$ cat config.mk
export PLATFORM = sky130hd
export DESIGN_NAME = irq_arbiter
export DESIGN_NICKNAME = d
export VERILOG_FILES = /design/src/rtl/irq_arbiter.sv
export SDC_FILE = /design/constraint.sdc
export NUM_CORES = 1
export LEC_CHECK = 0
export BUFFER_PORTS_ARGS = -buffer_cell sky130_fd_sc_hd__buf_2
export CORE_ASPECT_RATIO = 2
export CORE_UTILIZATION = 45
export CTS_CLUSTER_DIAMETER = 200
export CTS_CLUSTER_SIZE = 8
export DETAILED_ROUTE_END_ITERATION = 16
export MAX_ROUTING_LAYER = met4
export PLACE_DENSITY_LB_ADDON = 0.15
export SYNTH_ARGS = -nofsm -noshare
export SYNTH_HDL_FRONTEND = slang
export SYNTH_SLANG_ARGS = --single-unit
$ cat constraint.sdc
create_clock -name clk -period 2.5 [get_ports clk]
set_input_delay 0.25 -clock clk [delete_from_list [all_inputs] [get_ports clk]]
set_output_delay 0.25 -clock clk [all_outputs]
set_load 0.005 [all_outputs]
$ cat src/rtl/irq_arbiter.sv
module irq_arbiter #(
  parameter int N_SRC    = 16,
  parameter int VEC_W    = 8,
  parameter int VEC_BASE = 16,
  parameter int VEC_NMI  = 7
) (
  input  logic             clk,
  input  logic             rst_n,
  input  logic             nmi_i,
  input  logic [N_SRC-1:0] pend_i,
  input  logic [N_SRC-1:0] prio_i,
  input  logic [1:0]       kbd_pend_i,
  input  logic [1:0]       kbd_prio_i,
  input  logic [1:0]       mode_i,
  input  logic             mask_i,
  input  logic             mask_u_i,
  input  logic             ext_map_i,
  input  logic             ack_i,
  output logic             irq_o,
  output logic [VEC_W-1:0] vec_o
);
  localparam int M     = N_SRC + 2;
  localparam int IDX_W = $clog2(M);

  logic [M-1:0]     eff_pend, eff_prio, adm, hi_set, pick;
  logic [IDX_W-1:0] sel;
  logic             prio_mode, ok_lo, ok_hi, cand;
  logic [VEC_W-1:0] choice;

  assign prio_mode = (mode_i == 2'b10);
  assign ok_lo     = !mask_i;
  assign ok_hi     = prio_mode ? !(mask_i && mask_u_i) : !mask_i;

  always_comb begin
    eff_pend = {kbd_pend_i, pend_i};
    eff_prio = {kbd_prio_i, prio_i};
    if (!ext_map_i) begin
      eff_pend[6]     = pend_i[6] | kbd_pend_i[0];
      eff_pend[7]     = pend_i[7] | kbd_pend_i[1];
      eff_pend[M-1:N_SRC] = 2'b00;
    end
    if (!prio_mode) eff_prio = '0;
  end

  always_comb begin
    for (int i = 0; i < M; i++)
      adm[i] = eff_pend[i] && (eff_prio[i] ? ok_hi : ok_lo);
  end

  assign hi_set = adm & eff_prio;
  assign pick   = (|hi_set) ? hi_set : adm;

  always_comb begin
    sel = '0;
    for (int i = M - 1; i >= 0; i--)
      if (pick[i]) sel = IDX_W'(i);
  end

  assign cand   = nmi_i || (|adm);
  assign choice = nmi_i ? VEC_W'(VEC_NMI) : VEC_W'(VEC_BASE) + VEC_W'(sel);

  always_ff @(posedge clk) begin
    if (!rst_n) begin
      irq_o <= 1'b0;
      vec_o <= '0;
    end else if (irq_o) begin
      if (ack_i) irq_o <= 1'b0;
    end else if (cand) begin
      irq_o <= 1'b1;
      vec_o <= choice;
    end
  end

  assert_nmi_wins_R2: assert property (@(posedge clk) disable iff (!rst_n)
    (!irq_o && nmi_i) |=> (irq_o && vec_o == VEC_W'(VEC_NMI)));

  assert_simple_mask_R3: assert property (@(posedge clk) disable iff (!rst_n)
    (!irq_o && !nmi_i && mode_i != 2'b10 && mask_i) |=> !irq_o);

  assert_full_mask_R6: assert property (@(posedge clk) disable iff (!rst_n)
    (!irq_o && !nmi_i && mode_i == 2'b10 && mask_i && mask_u_i) |=> !irq_o);

  assert_hold_R10: assert property (@(posedge clk) disable iff (!rst_n)
    (irq_o && !ack_i) |=> (irq_o && $stable(vec_o)));

  assert_ack_drop_R11: assert property (@(posedge clk) disable iff (!rst_n)
    (irq_o && ack_i) |=> !irq_o);

  assert_idle_ack_R11: assert property (@(posedge clk) disable iff (!rst_n)
    (!irq_o && !cand) |=> (!irq_o && $stable(vec_o)));
endmodule

Word level (Yosys, flattened, before mapping)
Cells that the tools add are included.
{"block": "totals", "regBits": 9, "in_bits": 45, "word_cells": 78}
{"block": "op_classes", "addsub": 1, "eq_ne": 1, "n_mux": 45, "n_bitwise": 4, "n_reduce_logical": 25}
{"cell": "5-bit 2-to-1 mux", "n": 18}
{"cell": "18-bit 2-to-1 mux", "n": 2}
{"cell": "18-bit OR reduction", "n": 2}
{"cell": "1-bit 2-to-1 mux", "n": 22}
{"cell": "1-bit logical AND", "n": 19}
{"cell": "18-bit AND", "n": 1}
{"cell": "5-bit by 5-bit adder with 6-bit output (first input constant)", "n": 1}
{"cell": "6-bit 2-to-1 mux", "n": 1}
{"cell": "2-bit 2-to-1 mux", "n": 2}
{"cell": "2-bit equality test (second input constant)", "n": 1}
{"cell": "1-bit logical NOT", "n": 2}
{"cell": "1-bit OR", "n": 2}
{"cell": "2-bit AND reduction", "n": 1}
{"cell": "1-bit logical OR", "n": 1}
{"cell": "1-bit inverter", "n": 1}

Logic depth before layout (Yosys ltp)
{"block": "depth", "ltp_word": 28, "mapped_depth": 10, "depth_no_buf": 8}

Worst setup path before layout
OpenSTA, ideal clock, no wires.
{"block": "synth_timing", "kind": "input-to-reg", "start": "in mask_u_i", "end": "reg vec_o[1]", "t_arrival_ps": 1936, "required_ps": 2378, "setup_slack_ps": 443, "stages": 8, "path_cell_list": "or3b_1 buf_2 o22ai_1 nor3_1 a31oi_1 clkbuf_1 nand3_1 o311a_1"}
{"block": "synth_between", "elab_chain_cells": 28, "word_cells_on_any_way": 65, "cone_classes": "add/sub: 1; mux: 39; bitwise: 1; reduce/logical: 24"}
{"element": "start, declared", "line": "16", "source": "input logic mask_u_i,"}
{"element": "1-bit logical AND *", "line": "32", "source": "assign ok_hi = prio_mode ? !(mask_i && mask_u_i) : !mask_i;"}
{"element": "1-bit logical NOT *", "line": "32"}
{"element": "1-bit 2-to-1 mux *", "line": "32"}
{"element": "1-bit 2-to-1 mux", "line": "47", "source": "adm[i] = eff_pend[i] && (eff_prio[i] ? ok_hi : ok_lo);"}
{"element": "1-bit logical AND", "line": "47"}
{"element": "18-bit AND", "line": "50", "source": "assign hi_set = adm & eff_prio;"}
{"element": "18-bit OR reduction", "line": "51", "source": "assign pick = (|hi_set) ? hi_set : adm;"}
{"element": "18-bit 2-to-1 mux", "line": "51"}
{"element": "5-bit 2-to-1 mux (18 in a row)", "line": "56", "source": "if (pick[i]) sel = IDX_W'(i);"}
{"element": "5-bit by 5-bit adder with 6-bit output", "line": "60", "source": "assign choice = nmi_i ? VEC_W'(VEC_NMI) : VEC_W'(VEC_BASE) + VEC_W'(sel);"}
{"element": "6-bit 2-to-1 mux", "line": "60"}
{"element": "end signal, assigned", "line": "70", "source": "vec_o <= choice;"}
{"element": "end, declared", "line": "20", "source": "output logic [VEC_W-1:0] vec_o"}
Every way passes the cells marked *; elsewhere a longest branch is shown, timed or not.
A chain may end at the register's enable or synchronous reset.

Final worst setup path
{"block": "layout_timing", "start": "in pend_i[8]", "end": "reg vec_o[0]"}
{"block": "layout_between", "elab_chain_cells": 24, "word_cells_on_any_way": 27, "cone_classes": "add/sub: 1; mux: 20; bitwise: 1; reduce/logical: 5"}
{"element": "start, declared", "line": "10", "source": "input logic [N_SRC-1:0] pend_i,"}
{"element": "1-bit logical AND *", "line": "47"}
{"element": "18-bit AND", "line": "50"}
{"element": "18-bit OR reduction", "line": "51"}
{"element": "18-bit 2-to-1 mux", "line": "51"}
{"element": "5-bit 2-to-1 mux (18 in a row)", "line": "56"}
{"element": "5-bit by 5-bit adder with 6-bit output", "line": "60"}
{"element": "6-bit 2-to-1 mux", "line": "60"}
Marked as above.

==> summary by stage <==
Layout
The net count of the finished layout is between 300 and 400. The post-layout instance count excluding filler cells is 285. The repair_antennas step left the layout with diodes totalling 0. The share of post-route cells with drive strength above 1 is 37.11%. The area added between synthesis and finish is 35.30%.

At the end of the flow the core is filled with cells to 63.97%. The finished cells cover 0.001750 mm2.

Worst setup path
The origin of the critical flop-to-flop path is irq_o. The critical path in this run is classified as input pin to register. The highest net fanout along the worst path is 8. The critical path goes through buf_2 > a22oi_2 > nand2_1 > or4_4 > o22ai_4 > buf_4 > a21o_2 > a22oi_1 > o211ai_1 > o211a_1. The largest individual stage delay along the critical path comes from the cell or4_4. STA puts the critical path data required time at between 2000 and 3000 ps. Tracing the worst setup path back leads to its startpoint at pend_i[8]. The sort of element at the start of the critical path is an input pin. The maximum single-stage delay on the critical path is 570 ps. STA puts the critical path data arrival time at 2340 ps.

The worst setup path is captured at a register.

Yosys
In this run, synthesis inferred 0 flip-flops with an integrated enable. The proportion of synthesized flip-flops having asynchronous set or reset is 0%. The synthesized design spends more area on one cell type than any other, namely dfxtp_1.

The per-instance average area after synthesis is 6.918 um2. Counting instances in the post-synthesis netlist gives the leading cell types as nand2_1, nor2_1, a21oi_1. Yosys attributes the largest share of cell area to dfxtp_1, nand2_1, nor2_1. The proportion of netlist area held by the largest area contributor is 10.83%.

The leading register cell type out of synthesis is dfxtp_1. After synthesis, flip-flops and latches occupy 10.83% of the total area. The most common cell in the netlist is nand2_1. The number of synthesis warnings is 0.

The netlist uses 60 different library cells. The number of flip-flops and latches in the synthesized netlist is 7. After technology mapping, the gate count stands at around 190. Summing every instance area after synthesis gives 0.001294 mm2.

CTS
In this run the clock root is driven by a clkbuf_8. Buffers added to address setup during post-CTS repair amount to 0. The buffer depth of the longest clock path is 2. The clock sink total is 7. In this run, CTS created clock tree buffers numbering 3. The hold buffer count at cts is 0.

In this run the number of H-tree levels came out at 1. The CTS tree is done. The clock-pin slew on the worst setup and hold paths is 40 ps. The latest clock arrival within the worst-skew pair is 230 ps. Gates resized during post-CTS repair numbered 0.

Timing
Clock skew on the completed layout was measured at 1.206 ps. Subtracting the final worst setup slack from the clock period gives 2170 ps. The number of failing setup endpoints in the final timing report is 0. The final-layout setup total negative slack is 0 ps. The number of max-slew violations in the final report is 0. Setup repair after global routing left no endpoint under its margin. The number of hold violations in the final report is 0. The maximum clock frequency is 0.4608 GHz. Setup slack closes at about 330 ps. The worst path uses 86.81% of the clock period.

Pwr
The analysis attributes to net switching a power of 219.1 uW. The standby leakage power is around 0.00076 uW. Cell internal power was estimated by the tool at ~370 uW. Of the total power, combinational logic draws 51.6%. The share of power burned in registers is 21.3%. The maximum ir drop on the vdd rail is roughly 0.00015 V. Of the total power, the share spent switching nets is 37.18%. The power per unit of standard cell area is 336.7 mW/mm2. The clock network burns 27.1% of the power.

Route
After detailed routing, the number of vias per cell comes to 6.168. The DRC violation count after routing is 0. For this block, the routed nets add up to 4444 um of wire. In this run the remaining antenna-violating nets after routing total 0. The first detailed-routing pass took 4 iterations. The first-iteration detailed-routing DRC count is 36.

The routed length per instance is 15.59 um. The via count is 1758.

Placed design
The detailed placer's ending HPWL is 3743 um. The final RePlAce weighted congestion is 0.9693. The worst setup slack after placement is 115.7 ps.

Port buffering added 51 buffers. After detailed placement, the total cell area comes to 0.001705 mm2. The number of placed instances, taps included is 281.

Floorplanning
Pin placement for this block handled 54 I/O pins. From bottom edge to top edge, the die measures slightly below 80 um. The floorplan step defined a die boundary enclosing 0.003107 mm2. The x dimension of the die is 39.92 um. The core area is 0.002736 mm2. The number of rows created at floorplan is 27.

The starting density of the core is 47.28%.

Run status
The flow ran to the end, and the final reports show no timing, DRC or antenna violations.

Global routing
The first-pass GRT wire length is 7024 um. The via count of the first global-routing pass is 1675. The number of antenna violations at the first check in global routing came to 0. Entering global routing, the biggest net connects 17 pins.

For this run, the total global-route usage over all layers was measured as 31.83%. Global routing finished with a remaining overflow of 0.

Worst hold path
The hold path startpoint is rst_n. The path class of the tightest hold or removal check is input pin to register.

Job
The number of violations of the max-capacitance limit is 0.
==> cell families (layout without fill, tap and decap cells) <==
group | after synthesis | in the layout | share of synthesized area [%]
buffers and inverters | 10 | 78 | 3.771
and+or+nand+nor | 82 | 82 | 32.01
DFF | 7 | 7 | 10.83
AOI/OAI and AO/OA | 87 | 87 | 53.10
other | 1 | 2 | 0.2899
==> power by group through the flow <==
stage                     clock (uW)  sequential [uW]  combinational [uW]
after floorplan                    0              128                 168
after global placement             0              128                 298
after detailed placement           0              128                 299
after CTS                        161              126                 301
after global routing             163              127                 332
final                            160              126                 304
==> metrics by stage <==
step	hold WS, ps	power [uW]
global route	334.0	622.9
global placement	449.3	425.4
floorplan	367.5	295.7
CTS	318.5	587.4
detailed placement	449.2	427.4
finish	320.7	589.4
==> critical path: cells and delay by family <==
family,cells,cell delay (ps)
AO/OA/AOI/OAI,6,1050
buffers and inverters,2,310
AND/OR/NAND/NOR,2,740
==> final cells by class <==
| class | count | area, um2 |
|---|---|---|
| inverter | 2 | 7.507 |
| multi-input combinational | 171 | 1109 |
| timing repair buffer | 72 | 412.9 |
| tap | 29 | 36.28 |
| sequential | 7 | 140.1 |
| clock buffer | 4 | 45.04 |
| fill | 287 | 985.9 |
==> path summary, 6_finish.rpt <==
path | slack, ps | cells past startpoint | to
setup / recovery | 330 | 10 | vec_o[0]
hold / removal | 320 | 2 | irq_o
setup reg to reg | 1170 | 4 | vec_o[0]
hold reg to reg | 450 | 2 | vec_o[5]
==> flip-flops by register name, summed over array words and instances, names as in the netlist <==
register	cells
irq_o	1
vec_o	6
==> per-layer routing <==
metal	routed length, um	track usage [%]
met1	1580	29.57
met2	2578	59.03
met3	122	0.8571
met4	163	15.52
met5	0	-
==> cells in the final DEF (no fill, tap or decap), types with 2 or more instances in the layout <==
master / netlist / layout
or2_1: 2 / 2
a21o_2: 4 / 4
nor4_1: 2 / 2
a22oi_1: 8 / 8
buf_2: 3 / 51
a22oi_2: 3 / 3
nand3_1: 6 / 6
o22a_1: 2 / 2
o211ai_1: 5 / 5
buf_4: 2 / 21
inv_1: 2 / 2
o22ai_1: 8 / 8
conb_1: 1 / 2
a21oi_1: 12 / 12
a221oi_1: 3 / 3
clkbuf_8: 0 / 3
a31oi_1: 2 / 2
o2bb2ai_1: 4 / 4
nand3b_1: 2 / 2
nor2b_2: 2 / 2
nand4_1: 2 / 2
nor2_1: 17 / 17
nor2b_1: 4 / 4
nand2b_1: 5 / 5
a221o_1: 2 / 2
o21ai_0: 11 / 11
dfxtp_1: 7 / 7
nand2_1: 28 / 28
nor3_1: 4 / 4
Note: power is estimated with default switching activity, not from simulation.
